===== src/rtl/vid656_pkg.sv =====
// Shared types for the embedded-timing video receiver.
package vid656_pkg;

    // Length of the fixed prefix that comes before a status byte.
    localparam int PRE_LEN = 3;

    // Forwarding selection.
    typedef enum logic [1:0] {
        RX_ACTIVE = 2'd0,
        RX_VBI    = 2'd1,
        RX_FIELD  = 2'd2
    } rx_mode_e;

    // Per-sample bookkeeping carried through the delay line.
    typedef struct packed {
        logic vld;
        logic fwd;
        logic ctrl;
        logic sol;
        logic sof;
    } slot_tag_t;

endpackage


===== src/rtl/vid656_match.sv =====
// Timing-word detector.
// Classifies each accepted sample as all-ones or zero and keeps a
// history of those classes, so it can flag a status byte that follows
// the all-ones/zero/zero prefix.
// Assumes: DW >= 10 when wide mode is used; din is stable while fire=1.
module vid656_match
    import vid656_pkg::*;
#(
    parameter int DW = 10
) (
    input  logic          clk,
    input  logic          rst_n,
    input  logic          fire,
    input  logic          wide,
    input  logic [DW-1:0] din,
    output logic          is_xy,
    output logic          xy_f,
    output logic          xy_v,
    output logic          xy_h
);

    localparam int TOPW = 8;

    logic [TOPW-1:0]    top_b;
    logic               cur_ones;
    logic               cur_zero;
    logic [PRE_LEN-1:0] h_ones;
    logic [PRE_LEN-1:0] h_zero;

    // Select the byte used for matching.
    always_comb begin
        top_b    = wide ? din[DW-1 -: TOPW] : din[TOPW-1:0];
        cur_ones = &top_b;
        cur_zero = ~|top_b;
    end

    // Shift the class history on every accepted sample.
    always_ff @(posedge clk) begin
        if (!rst_n) begin
            h_ones <= '0;
            h_zero <= '0;
        end else if (fire) begin
            h_ones <= {h_ones[PRE_LEN-2:0], cur_ones};
            h_zero <= {h_zero[PRE_LEN-2:0], cur_zero};
        end
    end

    // Flag a status byte and pull out its flag bits.
    always_comb begin
        is_xy = fire && h_ones[PRE_LEN-1] && (&h_zero[PRE_LEN-2:0]);
        xy_f  = top_b[6];
        xy_v  = top_b[5];
        xy_h  = top_b[4];
    end


    xy_spacing_chk: assert property (@(posedge clk) disable iff (!rst_n)
        is_xy |=> !is_xy);

endmodule


===== src/rtl/vid656_timing.sv =====
// Field lock, line tracking and forwarding choice.
// Updates on status bytes: tracks F and V, whether the stream is inside
// a line's picture span, the picture-line count for the frame, and the
// pending line and frame markers. Gives the forward/marker tag for the
// sample being accepted, using the state before that sample updates it.
// Assumes: mode and limit are static outside reset.
module vid656_timing
    import vid656_pkg::*;
#(
    parameter int LW = 11
) (
    input  logic          clk,
    input  logic          rst_n,
    input  logic          fire,
    input  logic          is_xy,
    input  logic          xy_f,
    input  logic          xy_v,
    input  logic          xy_h,
    input  rx_mode_e      mode,
    input  logic [LW-1:0] limit,
    output logic          fwd_new,
    output logic          sol_new,
    output logic          sof_new,
    output logic          locked
);

    localparam logic [LW-1:0] CNT_MAX = '1;

    logic          f_q;
    logic          v_q;
    logic          in_line;
    logic          locked_q;
    logic [LW-1:0] line_cnt;
    logic          pend_sol;
    logic          pend_sof;
    logic          frame_start;

    // Decide whether the incoming sample belongs to the selected data.
    always_comb begin
        unique case (mode)
            RX_FIELD: fwd_new = locked_q;
            RX_VBI:   fwd_new = locked_q && in_line && v_q;
            default:  fwd_new = locked_q && in_line && !v_q && (line_cnt < limit);
        endcase
        sol_new     = fwd_new && pend_sol;
        sof_new     = fwd_new && pend_sof;
        frame_start = is_xy && f_q && !xy_f;
        locked      = locked_q;
    end

    // Update timing state from status bytes and consume markers.
    always_ff @(posedge clk) begin
        if (!rst_n) begin
            f_q      <= 1'b0;
            v_q      <= 1'b0;
            in_line  <= 1'b0;
            locked_q <= 1'b0;
            line_cnt <= '0;
            pend_sol <= 1'b0;
            pend_sof <= 1'b0;
        end else if (fire) begin
            if (sol_new) pend_sol <= 1'b0;
            if (sof_new) pend_sof <= 1'b0;
            if (is_xy) begin
                f_q     <= xy_f;
                v_q     <= xy_v;
                in_line <= !xy_h;
                if (frame_start) begin
                    locked_q <= 1'b1;
                    pend_sof <= 1'b1;
                    line_cnt <= '0;
                end else if (xy_h && in_line && !v_q && locked_q && line_cnt != CNT_MAX) begin
                    line_cnt <= line_cnt + 1'b1;
                end
                if (!xy_h) pend_sol <= 1'b1;
            end
        end
    end


    lock_hold_chk: assert property (@(posedge clk) disable iff (!rst_n)
        locked_q |=> locked_q);

endmodule


===== src/rtl/vid656_delay.sv =====
// Sample delay line and output stage.
// Holds PRE_LEN+1 samples with their tags. When a status byte enters,
// the three prefix bytes already inside are marked as control, so they
// can be removed before they reach the last stage, which is the output.
// Assumes: field_mode is static outside reset.
module vid656_delay
    import vid656_pkg::*;
#(
    parameter int DW = 10
) (
    input  logic          clk,
    input  logic          rst_n,
    input  logic          fire,
    input  logic [DW-1:0] din,
    input  logic          new_fwd,
    input  logic          new_sol,
    input  logic          new_sof,
    input  logic          is_xy,
    input  logic          field_mode,
    input  logic          out_ready,
    output logic          out_valid,
    output logic [DW-1:0] out_data,
    output logic          out_sol,
    output logic          out_sof,
    output logic          in_ready
);

    localparam int STAGES = PRE_LEN + 1;
    localparam int LAST   = STAGES - 1;

    logic [DW-1:0] dat_q [STAGES];
    slot_tag_t     tag_q [STAGES];

    // Output view of the last stage.
    always_comb begin
        out_valid = tag_q[LAST].vld && tag_q[LAST].fwd && (field_mode || !tag_q[LAST].ctrl);
        out_data  = dat_q[LAST];
        out_sol   = tag_q[LAST].sol;
        out_sof   = tag_q[LAST].sof;
        in_ready  = !out_valid || out_ready;
    end

    // Shift on accept, mark prefix bytes, retire a consumed output.
    always_ff @(posedge clk) begin
        if (!rst_n) begin
            for (int s = 0; s < STAGES; s++) begin
                dat_q[s] <= '0;
                tag_q[s] <= '0;
            end
        end else if (fire) begin
            dat_q[0] <= din;
            tag_q[0] <= '{vld: 1'b1, fwd: new_fwd, ctrl: is_xy, sol: new_sol, sof: new_sof};
            for (int s = 1; s < STAGES; s++) begin
                dat_q[s]      <= dat_q[s-1];
                tag_q[s]      <= tag_q[s-1];
                tag_q[s].ctrl <= tag_q[s-1].ctrl | is_xy;
            end
        end else if (out_valid && out_ready) begin
            tag_q[LAST].vld <= 1'b0;
        end
    end


    out_stall_chk: assert property (@(posedge clk) disable iff (!rst_n)
        out_valid && !out_ready |=> out_valid && $stable(out_data));

endmodule


===== src/rtl/vid656_rx.sv =====
// Embedded-timing video receiver top.
// Joins the timing-word detector, the lock/line state and the delay line.
// Assumes: configuration inputs change only during reset; in_data is
// 8-bit in bits 7:0 when wide_mode=0.
module vid656_rx
    import vid656_pkg::*;
#(
    parameter int DW = 10,
    parameter int LW = 11
) (
    input  logic          clk,
    input  logic          rst_n,
    input  logic          wide_mode,
    input  logic [1:0]    rx_mode,
    input  logic [LW-1:0] active_lines,
    input  logic          in_valid,
    output logic          in_ready,
    input  logic [DW-1:0] in_data,
    output logic          out_valid,
    input  logic          out_ready,
    output logic [DW-1:0] out_data,
    output logic          out_sol,
    output logic          out_sof,
    output logic          locked
);

    rx_mode_e mode;
    logic     fire;
    logic     is_xy;
    logic     xy_f;
    logic     xy_v;
    logic     xy_h;
    logic     fwd_new;
    logic     sol_new;
    logic     sof_new;

    // Decode mode and accept handshake.
    always_comb begin
        mode = rx_mode_e'(rx_mode);
        fire = in_valid && in_ready;
    end

    vid656_match #(.DW(DW)) u_match (
        .clk   (clk),
        .rst_n (rst_n),
        .fire  (fire),
        .wide  (wide_mode),
        .din   (in_data),
        .is_xy (is_xy),
        .xy_f  (xy_f),
        .xy_v  (xy_v),
        .xy_h  (xy_h)
    );

    vid656_timing #(.LW(LW)) u_timing (
        .clk     (clk),
        .rst_n   (rst_n),
        .fire    (fire),
        .is_xy   (is_xy),
        .xy_f    (xy_f),
        .xy_v    (xy_v),
        .xy_h    (xy_h),
        .mode    (mode),
        .limit   (active_lines),
        .fwd_new (fwd_new),
        .sol_new (sol_new),
        .sof_new (sof_new),
        .locked  (locked)
    );

    vid656_delay #(.DW(DW)) u_delay (
        .clk        (clk),
        .rst_n      (rst_n),
        .fire       (fire),
        .din        (in_data),
        .new_fwd    (fwd_new),
        .new_sol    (sol_new),
        .new_sof    (sof_new),
        .is_xy      (is_xy),
        .field_mode (mode == RX_FIELD),
        .out_ready  (out_ready),
        .out_valid  (out_valid),
        .out_data   (out_data),
        .out_sol    (out_sol),
        .out_sof    (out_sof),
        .in_ready   (in_ready)
    );


    no_early_out_chk: assert property (@(posedge clk) disable iff (!rst_n)
        out_valid |-> locked);


    sof_has_sol_chk: assert property (@(posedge clk) disable iff (!rst_n)
        out_valid && out_sof && (rx_mode == 2'd0) |-> out_sol);

endmodule


===== config.mk =====
export PLATFORM = sky130hd
export DESIGN_NAME = vid656_rx
export DESIGN_NICKNAME = d
export VERILOG_FILES = /design/src/rtl/vid656_pkg.sv /design/src/rtl/vid656_match.sv /design/src/rtl/vid656_timing.sv /design/src/rtl/vid656_delay.sv /design/src/rtl/vid656_rx.sv
export SDC_FILE = /design/constraint.sdc
export NUM_CORES = 1
export LEC_CHECK = 0
export ABC_AREA = 1
export BUFFER_PORTS_ARGS = -buffer_cell sky130_fd_sc_hd__buf_2
export CORE_MARGIN = 4
export CORE_UTILIZATION = 53
export DETAILED_ROUTE_END_ITERATION = 12
export PLACE_DENSITY = 0.76
export REMOVE_ABC_BUFFERS = 1
export SLEW_MARGIN = 20
export SYNTH_ARGS = -nofsm -noshare
export SYNTH_HDL_FRONTEND = slang
export SYNTH_SLANG_ARGS = --single-unit

===== constraint.sdc =====
create_clock -name clk -period 2.8 [get_ports clk]
set_clock_uncertainty 0.05 [all_clocks]
set_input_delay 0.56 -clock clk [delete_from_list [all_inputs] [get_ports clk]]
set_output_delay 0.56 -clock clk [all_outputs]
set_load 0.02 [all_outputs]

==> out/results.tsv <==
metric	value	unit
status	finished, final reports clean	
I/O pin total	43	
FF-to-FF path depth	10	
port buffer count	42	
crit path kind	in2out	
Slowest-stage cell, CP	a21oi_1	
Critical Path Max Stage Delay	0.21	ns
clk slew on worst S/H paths	0.09	ns
final setup vio count	0	
H-tree depth	3	
GRT Util Overall	16.7	%
post-synth top area share	44.1	%
Nets	516	
TritonCTS Buffers	9	
leading area contributor after synthesis	edfxtp_1	
initial antenna violation count	0	
Yosys reg bits	82	
RSZ-0062 raised after global routing	no	
CORE AREA	7290	um2
initial DRC count	133	
LEAKAGE	2.00	nW
DIE HEIGHT	95.1	um
final instance area	4520	um2
synth top area cells	edfxtp_1 (44%), dfxtp_1 (11%), inv_1 (8.3%)	
DR pass1 iterations	5	
Vias	2718	
Worst Path Buf+Inv	4	
chip width	95.1	um
Final Wtd Congestion	0.791	
Final Hold Fails	0	
family with the most delay on the worst path	buffers and inverters	
drt total wl	6770	um
WL/cell	11.7	um
Worst setup EP type	output pin	
max-cap violations	0	
Hold Path Depth	2	
Hold Path Class	reg2reg	
CTS-repair resized insts	0	
clock latency on the worst-skew pair	0.36	ns
CP max FO	2	
Least-Margin Pin Slew	0.455	ns
max frequency	0.509	GHz
Hold Path End	u_match.h_ones[1]$_SDFFE_PN0N_	
startpoint type of the worst setup path	input pin	
worst r2r dst	u_delay.tag_q[0][0]$_DFFE_PP_	
area of the multi-input gates	1310	um2
CTS tree	built	
CTS root buffer	clkbuf_8	
Yosys cell types	34	
register area share after synthesis	55.6	%
Synth Flop Type	edfxtp_1	
Slew Viols, Final	0	
CTS Buffer Depth	2	
Avg Inst Size Synth	9.19	um2
reg-to-reg critical path startpoint	u_timing.line_cnt[2]$_SDFFE_PN0P_	
detailed placer's ending HPWL	4940	um
clk sinks	82	
Tcrit/Tclk final	70.2	%
largest net degree at the start of global routing	56	
Netlist Area Pre-Place	4020	um2
CP required	2.19	ns
routed vias/inst	4.69	
HP Start	u_match.h_ones[0]$_SDFFE_PN0N_	
Pwr Density	558	nW/um2
fillcell total	636	
share of cells above drive strength 1	17.9	%
Non-Filler Instances	579	
Worst slew margin	69.4	%
crit path cell chain	buf_2 -> inv_1 -> ha_1 -> inv_2 -> a21oi_1 -> buf_2	
Routed Antenna Nets	0	
die area	9030	um2
flop-to-flop setup slack	1.07	ns
placed insts	563	
# diodes	0	
synthesized instance count	437	
Post-synth EDFFs	59	
Cell Rows	31	
grt total ovfl	0	
Post-CTS Hold Buffers	0	
YS warnings	0	
DRC	0	
Initial Utilization	55.1	%
Worst VDD drop	0.312	mV
Core Util, Final	62.0	%
Post-CTS Setup Bufs	0	
Worst EP arrival	1.36	ns
vias in the first global route	2632	
Register Area	2230	um2
first-pass GRT wire length	11600	um
DP Area	4290	um2
synth-to-layout area growth	12.6	%
most frequent CP cell	buf_2	
ys async rst share	0	%
post-route minimum period	1.97	ns
[synth_stat cells (all sizes together), types with 7 or more instances]
cell,number
a21oi,16
buf,18
dfxtp,23
edfxtp,59
ha,13
inv,92
nand2,75
nand3,15
nand4,7
nor2,83
nor3,7
o21ai,14
[state kept, by name, indices dropped and copies added, names as in the netlist]
| name | count |
|---|---|
| u_timing.line_cnt | 11 |
| u_timing.pend_sof | 1 |
| u_timing.pend_sol | 1 |
| u_match.h_ones | 3 |
| u_timing.v_q | 1 |
| u_delay.dat_q | 40 |
| u_match.h_zero | 2 |
| u_timing.locked | 1 |
| u_timing.in_line | 1 |
| u_delay.tag_q | 20 |
| u_timing.f_q | 1 |
[power breakdown]
group	internal, W	switching, W	total, W	leakage (nW)
Sequential	0.00136	0.0000148	0.00137	0.838
Combinational	0.0000621	0.000120	0.000182	1.05
Clock	0.000517	0.000450	0.000967	0.113
Total	0.00194	0.000585	0.00252	2.00
[tightest hold or removal path, delay by kind of cell, from the launching register on]
family / cells / cell delay, ns
flip-flops: 1 / 0.31
AO/OA/AOI/OAI: 1 / 0.07
buffers and inverters: 1 / 0.06
[layout by cell type (no fill, tap or decap), drive strengths merged]
cell,count
ha,13
clkinvlp,1
xor2,4
nor3,7
edfxtp,59
nand2,75
o21bai,1
a21boi,1
nand4,7
o21ai,14
o21a,3
clkbuf,9
bufinv,2
inv,96
o31ai,1
a21o,2
nand3,15
o22ai,1
nor2,83
clkinv,1
a21oi,16
dfxtp,23
buf,46
[metrics by stage]
step / total power (W) / hold slack, ns / setup slack (ns) / setup TNS (ns)
3_5_place_dp: 0.00159 / 0.408 / 0.526 / 0
4_1_cts: 0.00255 / 0.422 / 0.806 / 0
6_report: 0.00252 / 0.424 / 0.834 / 0
2_1_floorplan: 0.00151 / 0.386 / -0.175 / -10.42
3_3_place_gp: 0.00158 / 0.409 / 0.566 / 0
5_1_grt: 0.00263 / 0.468 / 0.753 / 0
[how the worst max path moves through the flow]
stage	from	end	cells past startpoint	slack, ns
after global routing	rx_mode[0]	out_valid	6	0.75
final	rx_mode[0]	out_valid	6	0.83
after global placement	rx_mode[0]	u_delay.dat_q[0][38]$_SDFFCE_PN0P_	9	0.57
after floorplan	rx_mode[0]	u_delay.dat_q[0][0]$_SDFFCE_PN0P_	7	-0.17
after CTS	rx_mode[0]	out_valid	6	0.81
after detailed placement	rx_mode[0]	u_delay.dat_q[0][36]$_SDFFCE_PN0P_	9	0.53
[logic make-up after synthesis]
group	after synthesis	share of synthesized area, %
and+or+nand+nor	187	21.4
buffers and inverters	112	12.0
AOI/OAI and AO/OA	39	6.14
adders and majority gates	13	4.05
DFF	82	55.6
xor gates and xnor gates	4	0.872
[per-layer routing]
metal | up-vias | track usage [%] | wire length [um]
met2 | 44 | 29.4 | 3490
met1 | 1223 | 19.4 | 2900
li1 | 1444 | - | -
met5 | - | 0 | 0
met4 | 0 | 7.21 | 92
met3 | 7 | 3.79 | 280
[layout make-up]
type                    count  area share, %
clock inverters             7           2.32
multi-input cells         243           28.9
inverters                  93           7.83
well taps                  99           2.74
flip-flops and latches     82           49.4
clock buffers               9           2.74
repair buffers             46           6.14
Power figures use the tool's default switching activity.
